<file path="config.mk">
export PLATFORM = sky130hd
export DESIGN_NAME = rfsh_sched
export DESIGN_NICKNAME = d
export VERILOG_FILES = /design/src/rtl/rfsh_pkg.sv /design/src/rtl/rfsh_tick.sv /design/src/rtl/rfsh_debt.sv /design/src/rtl/rfsh_sr_fsm.sv /design/src/rtl/rfsh_sched.sv
export SDC_FILE = /design/constraint.sdc
export NUM_CORES = 1
export LEC_CHECK = 0
export BUFFER_PORTS_ARGS = -buffer_cell sky130_fd_sc_hd__buf_2
export CAP_MARGIN = 20
export CORE_MARGIN = 5
export CORE_UTILIZATION = 40
export DETAILED_ROUTE_END_ITERATION = 10
export HOLD_SLACK_MARGIN = 0.1
export PLACE_DENSITY = 0.59
export SLEW_MARGIN = 20
export SYNTH_ARGS = -nofsm -noshare
export SYNTH_HDL_FRONTEND = slang
export SYNTH_SLANG_ARGS = --single-unit
</file>
<file path="constraint.sdc">
create_clock -name clk_i -period 3.2 [get_ports clk_i]
set_clock_uncertainty 0.2 [all_clocks]
set_input_delay 0.64 -clock clk_i [delete_from_list [all_inputs] [get_ports clk_i]]
set_output_delay 0.64 -clock clk_i [all_outputs]
set_load 0.005 [all_outputs]
</file>
<file path="src/rtl/rfsh_pkg.sv">
package rfsh_pkg;
  typedef enum logic [1:0] {
    ST_RUN  = 2'd0,
    ST_SELF = 2'd1,
    ST_EXIT = 2'd2
  } sr_state_e;
endpackage

</file>
<file path="src/rtl/rfsh_tick.sv">
module rfsh_tick #(
  parameter int TICK_CYCLES = 780
) (
  input  logic clk_i,
  input  logic rst_ni,
  input  logic run_i,
  output logic tick_o
);
  localparam int CW = (TICK_CYCLES > 1) ? $clog2(TICK_CYCLES) : 1;
  localparam logic [CW-1:0] LAST = CW'(TICK_CYCLES - 1);

  logic [CW-1:0] cnt_q;

  assign tick_o = run_i && (cnt_q == LAST);

  always_ff @(posedge clk_i or negedge rst_ni) begin
    if (!rst_ni)          cnt_q <= '0;
    else if (!run_i)      cnt_q <= '0;  // fresh interval after self-refresh
    else if (cnt_q == LAST) cnt_q <= '0;
    else                  cnt_q <= cnt_q + 1'b1;
  end
endmodule

</file>
<file path="src/rtl/rfsh_debt.sv">
module rfsh_debt #(
  parameter int MAX_DEBT = 8,
  parameter int DW       = $clog2(MAX_DEBT + 1)
) (
  input  logic          clk_i,
  input  logic          rst_ni,
  input  logic          tick_i,
  input  logic          gnt_i,
  output logic [DW-1:0] debt_o,
  output logic          zero_o,
  output logic          full_o
);
  localparam logic [DW-1:0] MAXV = DW'(MAX_DEBT);

  logic [DW-1:0] debt_q;
  logic up, dn;

  assign zero_o = (debt_q == '0);
  assign full_o = (debt_q == MAXV);
  assign dn     = gnt_i && !zero_o;
  // at the limit a tick is only absorbed when a grant pays one off
  assign up     = tick_i && (!full_o || dn);

  always_ff @(posedge clk_i or negedge rst_ni) begin
    if (!rst_ni) debt_q <= '0;
    else begin
      unique case ({up, dn})
        2'b10:   debt_q <= debt_q + 1'b1;
        2'b01:   debt_q <= debt_q - 1'b1;
        default: debt_q <= debt_q;
      endcase
    end
  end

  assign debt_o = debt_q;
endmodule

</file>
<file path="src/rtl/rfsh_sr_fsm.sv">
module rfsh_sr_fsm
  import rfsh_pkg::*;
#(
  parameter int EXIT_WAIT = 200
) (
  input  logic clk_i,
  input  logic rst_ni,
  input  logic sr_req_i,
  input  logic sr_exit_i,
  input  logic debt_zero_i,
  input  logic bank_idle_i,
  output logic run_o,
  output logic enter_o,
  output logic cke_o,
  output logic nop_only_o,
  output logic sr_active_o
);
  localparam int WW = (EXIT_WAIT > 1) ? $clog2(EXIT_WAIT) : 1;
  localparam logic [WW-1:0] WLAST = WW'(EXIT_WAIT - 1);

  sr_state_e st_q, st_d;
  logic [WW-1:0] wcnt_q;

  assign enter_o     = (st_q == ST_RUN) && sr_req_i && debt_zero_i && bank_idle_i;
  assign run_o       = (st_q == ST_RUN);
  assign cke_o       = (run_o && !enter_o) || (st_q == ST_EXIT);
  assign nop_only_o  = (st_q != ST_RUN);
  assign sr_active_o = (st_q == ST_SELF);

  always_comb begin
    st_d = st_q;
    unique case (st_q)
      ST_RUN:  if (enter_o) st_d = ST_SELF;
      ST_SELF: if (sr_exit_i) st_d = ST_EXIT;
      ST_EXIT: if (wcnt_q == WLAST) st_d = ST_RUN;
      default: st_d = ST_RUN;
    endcase
  end

  always_ff @(posedge clk_i or negedge rst_ni) begin
    if (!rst_ni) begin
      st_q   <= ST_RUN;
      wcnt_q <= '0;
    end else begin
      st_q <= st_d;
      if (st_q == ST_EXIT && wcnt_q != WLAST) wcnt_q <= wcnt_q + 1'b1;
      else                                    wcnt_q <= '0;
    end
  end
endmodule

</file>
<file path="src/rtl/rfsh_sched.sv">
module rfsh_sched #(
  parameter int TICK_CYCLES = 780,
  parameter int MAX_DEBT    = 8,
  parameter int EXIT_WAIT   = 200,
  parameter int DW          = $clog2(MAX_DEBT + 1)
) (
  input  logic          clk_i,
  input  logic          rst_ni,
  input  logic          bank_idle_i,
  input  logic          ref_gnt_i,
  input  logic          sr_req_i,
  input  logic          sr_exit_i,
  output logic          ref_req_o,
  output logic          ref_urgent_o,
  output logic          sr_cmd_o,
  output logic          cke_o,
  output logic          nop_only_o,
  output logic          sr_active_o,
  output logic [DW-1:0] debt_o
);
  logic run, enter, tick, zero, full;

  rfsh_sr_fsm #(.EXIT_WAIT(EXIT_WAIT)) u_fsm (
    .clk_i, .rst_ni,
    .sr_req_i, .sr_exit_i,
    .debt_zero_i (zero),
    .bank_idle_i,
    .run_o       (run),
    .enter_o     (enter),
    .cke_o,
    .nop_only_o,
    .sr_active_o
  );

  rfsh_tick #(.TICK_CYCLES(TICK_CYCLES)) u_tick (
    .clk_i, .rst_ni,
    .run_i  (run && !enter),
    .tick_o (tick)
  );

  rfsh_debt #(.MAX_DEBT(MAX_DEBT), .DW(DW)) u_debt (
    .clk_i, .rst_ni,
    .tick_i (tick),
    .gnt_i  (ref_gnt_i && run),
    .debt_o,
    .zero_o (zero),
    .full_o (full)
  );

  assign ref_req_o    = run && !zero;
  assign ref_urgent_o = run && full;
  assign sr_cmd_o     = enter;
endmodule

</file>
# --- After elaboration in Yosys (flattened, before gate mapping) ---
# Index checks and enable logic that the tools add are counted.
op_classes:
  add_sub_neg: 4
  eq_ne: 11
  muxes: 8
  n_reduce_logical: 21
ops:
  columns: ["op", "n"]
  rows:
  - ["$mux W10", 2]
  - ["$logic_and A1 B1 Y1", 11]
  - ["$add A10 B1 Y10 const B", 1]
  - ["$eq A10 B10 Y1 const B", 1]
  - ["$add A8 B1 Y8 const B", 1]
  - ["$eq A8 B8 Y1 const B", 1]
  - ["$mux W8", 1]
  - ["$ne A8 B8 Y1 const B", 1]
  - ["$pmux W4 S2", 1]
  - ["$mux W2", 3]
  - ["$pmux W2 S3", 1]
  - ["$add A4 B1 Y4 const B", 1]
  - ["$eq A2 B1 Y1 const B", 2]
  - ["$eq A2 B2 Y1 const B", 2]
  - ["$eq A4 B4 Y1 const B", 1]
  - ["$logic_not A4 Y1", 1]
  - ["$ne A2 B1 Y1 const B", 2]
  - ["$reduce_bool A2 Y1", 2]
  - ["$sub A4 B1 Y4 const B", 1]
  - ["$logic_not A1 Y1", 3]
  - ["$reduce_and A3 Y1", 1]
  - ["$logic_not A2 Y1", 1]
  - ["$logic_or A1 B1 Y1", 2]
  - ["$ne A2 B2 Y1 const B", 1]
word_totals:
  ff_bits: 24
  in_bits: 6
  wordCells: 48

# --- Longest topological paths before layout ---
logic_depth:
  ltp_word: 10
  mapped_depth: 11

# --- By module ---
# Synthesis repeated with hierarchy kept, for this count alone.
hier_totals:
  cells_unflattened: 139
  area_unflattened_um2: 1377.6
by_module_without_submodules:
  columns: ["module", "n_inst", "cells_each", "area_each_um2", "seq_area_each_um2"]
  rows:
  - ["rfsh_tick", 1, 50, 509.2, 250.2]
  - ["rfsh_sr_fsm", 1, 50, 498.0, 250.2]
  - ["rfsh_debt", 1, 35, 342.8, 100.1]
  - ["rfsh_sched", 1, 4, 27.5, 0.0]

# --- Worst setup path before layout ---
# Ideal clock, no wire load.
synth_path:
  path_type: "register to register"
  start: "reg u_fsm.st_q[1]"
  end: "reg u_debt.debt_q[3] (netlist: u_debt.debt_o[3])"
  t_arrival_ns: 2.189
  required_ns: 2.872
  slack_ns: 0.682
  path_stages_with_launch: 12
  path_buffers: 0
  period_less_slack_ns: 2.518
  path_cell_list: "dfrtp_1 nor2_1 inv_1 nor3b_1 nand2_1 inv_1 ha_1 a21o_2 a21oi_1 nand2b_1 o32ai_2 a211oi_1"
synth_between:
  elab_chain_cells: 10
synth_lines:
  columns: ["item", "line_no", "rtl"]
  rows:
  - ["start, declared", "rfsh_sr_fsm.sv:21", "sr_state_e st_q, st_d;"]
  - ["start signal, assigned", "rfsh_sr_fsm.sv:45", "st_q <= st_d;"]
  - ["$logic_not A2 Y1 *", "rfsh_sr_fsm.sv:24, rfsh_sr_fsm.sv:25", null]
  - ["$logic_and A1 B1 Y1 (3 in series)", "rfsh_sr_fsm.sv:24", "assign enter_o = (st_q == ST_RUN) && sr_req_i && debt_zero_i && bank_idle_i;"]
  - ["$logic_not A1 Y1", "rfsh_sched.sv:37", ".run_i (run && !enter),"]
  - ["$logic_and A1 B1 Y1", "rfsh_sched.sv:37", null]
  - ["$logic_and A1 B1 Y1", "rfsh_tick.sv:14", "assign tick_o = run_i && (cnt_q == LAST);"]
  - ["$logic_and A1 B1 Y1", "rfsh_debt.sv:22", "assign up = tick_i && (!full_o || dn);"]
  - ["$eq A2 B1 Y1 or $eq A2 B2 Y1 (tied branches)", "rfsh_debt.sv:27", "unique case ({up, dn})"]
  - ["$pmux W4 S2 or $reduce_bool A2 Y1 (tied branches)", null, null]
  - ["end signal, assigned", "rfsh_debt.sv:28", "2'b10: debt_q <= debt_q + 1'b1;"]
  - ["end signal, assigned", "rfsh_debt.sv:29", "2'b01: debt_q <= debt_q - 1'b1;"]
  - ["end signal, assigned", "rfsh_debt.sv:30", "default: debt_q <= debt_q;"]
  - ["end, declared", "rfsh_debt.sv:15", "logic [DW-1:0] debt_q;"]
# Mark *: on every way between the ends. The rest lies on a longest branch, timed or not.
# A chain may end at the register's enable or synchronous reset.

# --- Worst setup path in the final report ---
# Same ends and word-level chain as after synthesis.

==> results_dict.tcl <==
set metrics [dict create \
    track_usage 0.1272 \
    p_leak_nw 0.6606 \
    synthArstFlopShare 1.000 \
    cts_tree "done" \
    cap_viol_max_count 0 \
    synth_top_family_by_area "simple AND/OR/NAND/NOR gates" \
    met3_usage 0.03741 \
    clock_latency_ns 0.31 \
    syn_to_final_growth_pct 12.97 \
    drive_gt1_frac 0.1781 \
    fin_total_pwr_w 0.0004790 \
    worst_pin_slew_ns 0.5314 \
    synth_edf_count 0 \
    core_area_um2 3028 \
    yosysSeqAreaShare 0.4790 \
    cts_buffers 3 \
    postCtsSetupRepairBufs 0 \
    synth-adder-area-share 0.05589 \
    worstPathArrival_ns 2.78 \
    h-tree-depth 1 \
    die_y_um 65.99 \
    synthXorXnorAreaFrac 0.1048 \
    vias_per_cell 4.842 \
    gp_congestion 0.8103 \
    grt_max_degree 25 \
    drt_iter0_drc 74 \
    reg2reg_from "u_fsm.st_q[1]" \
    critPathCaptureType "flip-flop" \
    period_share 0.8608 \
    maxSlewViolCount 0 \
    drc 0 \
    fin_nets 158 \
    syn_nets 139 \
    holdBufCountCts 0 \
    cts_resized 0 \
    hpwlAfterDp_um 1749 \
    antennaDiodeCount 0 \
    rsz0062_at_grt "no" \
    cp-start-kind "flip-flop" \
    synth-simple-area-share 0.2754 \
    met2_usage 0.2228 \
    grt_pass1_vias 948 \
    tns_ns 0 \
    finalHoldViolCount 0 \
    synth-seq-cells 24 \
    netlist_instances 128 \
    rows 20 \
    final_cells 190 \
    die_area_um2 4354 \
    setup_viol 0 \
    synth_mux_area_frac 0.007984 \
    grt_pass1_wl_um 4250 \
    antenna_found_initial 0 \
    synth_area_um2 1254 \
    crit_fanout 6 \
    avgSynthCellArea_um2 9.795 \
    mostFrequentLayoutCells "26 x nor2_1, 24 x dfrtp_1, 15 x buf_2" \
    regToRegEndpoint "u_debt.debt_o[3]" \
    synth_compound_area_frac 0.04990 \
    use_met1 0.1526 \
    regArea_um2 600.6 \
    start_util 0.4140 \
    nFillCells 298 \
    vias 920 \
    hp-class "primary input to asynchronous set/reset pin" \
    first_pass_iters 4 \
    yosysWarnings 0 \
    synth.distinct_cells 31 \
    grt_busiest_layer "met2" \
    clkSinkCount 24 \
    drtAntennaViolNets 0 \
    maxSlewHeadroom 0.6458 \
    r2r_slack_ns 0.45 \
    status "finished clean" \
    cts_buffer_depth 2 \
    synth_flop_cell "dfrtp_1" \
    wirelength_um 2326 \
    required_ns 3.22 \
    cts.clk_slew.worst_paths_ns 0.13 \
    grt.overflow.total 0 \
    wl_per_cell_um 12.24 \
    die_x_um 65.99 \
    final_common_cell "nor2_1" \
    peakVddDrop_v 0.0002156 \
    critPathKind "flip-flop to flip-flop" \
    cts_root_buf "clkbuf_4" \
    r2r_cells 10 \
    port_buffers 15 \
    min_period_ns 2.755 \
    placed_cells 186 \
    multi_input_comb_area_um2 619.3 \
    fmax_mhz 363.0 \
    powerDensity_nw_per_um2 338.2 \
    io_pins 16 \
]
[layout make-up]
class	instances	share of cell area
clock buffer	4	0.02562
inverter	8	0.02120
multi-input combinational	95	0.4373
sequential	24	0.4240
tap	44	0.03887
timing repair buffer	15	0.05300
[logic make-up (layout without fill, tap and decap cells)]
family                   count (synthesis)  after routing
AND/OR/NAND/NOR                         66             66
flip-flops                              24             24
XOR/XNOR                                15             15
buffers and inverters                    9             27
AO/OA/AOI/OAI                            8              8
adder cells (fa/ha/maj)                  5              5
multiplexers                             1              1
[worst max-delay path by stage]
stage	slack, ns	to	start	depth (start not counted)
2_1_floorplan	0.68	u_debt.debt_o[3]	u_fsm.st_q[1]	11
3_3_place_gp	0.53	u_debt.debt_o[3]	u_fsm.st_q[1]	11
3_5_place_dp	0.44	u_debt.debt_o[3]	u_fsm.st_q[1]	11
4_1_cts	0.42	u_debt.debt_o[3]	u_fsm.st_q[1]	10
5_1_grt	0.08	u_debt.debt_o[3]	u_fsm.st_q[1]	10
6_report	0.45	u_debt.debt_o[3]	u_fsm.st_q[1]	10
[per-layer routing]
layer	vias to the layer above	wire, um
met5	-	0
met4	0	21
met3	2	93
met2	14	1165
met1	434	1045
li1	470	-
[through the flow]
step / instance area (um^2) / util / hold WS (ns) / setup slack (ns)
after floorplan: 1254 / - / 0.1444 / 0.6825
after global placement: 1380 / 0.4558 / 0.2424 / 0.5316
after detailed placement: 1380 / 0.4558 / 0.2579 / 0.4404
after CTS: 1416 / 0.4678 / 0.1009 / 0.4176
after global routing: 1416 / 0.4678 / 0.1167 / 0.07818
final: 1416 / 0.4678 / 0.08888 / 0.4454
[power breakdown]
group           total, W  leakage [nW]  switching [W]  internal [W]
logic          0.0000170         0.329      0.0000110    0.00000601
clock network   0.000155        0.0210      0.0000858     0.0000694
registers       0.000307         0.311     0.00000233      0.000304
[sequential cells by signal, summed over array words and instances, names as in the netlist]
signal and flops:
u_fsm.wcnt_q 8, u_tick.cnt_q 10, u_fsm.st_q 2, u_debt.debt_o 4
[cells in the mapped netlist, types with 2 or more instances]
| library cell | count | area share |
|---|---|---|
| ha_1 | 4 | 0.040 |
| nand3_1 | 10 | 0.040 |
| xor2_1 | 9 | 0.063 |
| o22ai_1 | 2 | 0.010 |
| inv_1 | 8 | 0.024 |
| nand2b_1 | 2 | 0.010 |
| nand4_1 | 3 | 0.015 |
| xnor2_1 | 6 | 0.042 |
| and3_1 | 5 | 0.025 |
| nor2_1 | 26 | 0.078 |
| dfrtp_1 | 24 | 0.48 |
| nor4_1 | 2 | 0.010 |
| nand2_1 | 8 | 0.024 |
| a21oi_1 | 2 | 0.0080 |
[critical path, cell delays in order (launching register included)]
cell	delay [ns]
dfrtp_1	0.42
nor2_1	0.18
inv_1	0.14
nor3b_1	0.32
nand2_1	0.16
inv_1	0.17
ha_1	0.25
a21o_2	0.21
a21oi_1	0.29
o32ai_2	0.14
a211oi_1	0.18
No activity file was read; power rests on OpenSTA's default activity.
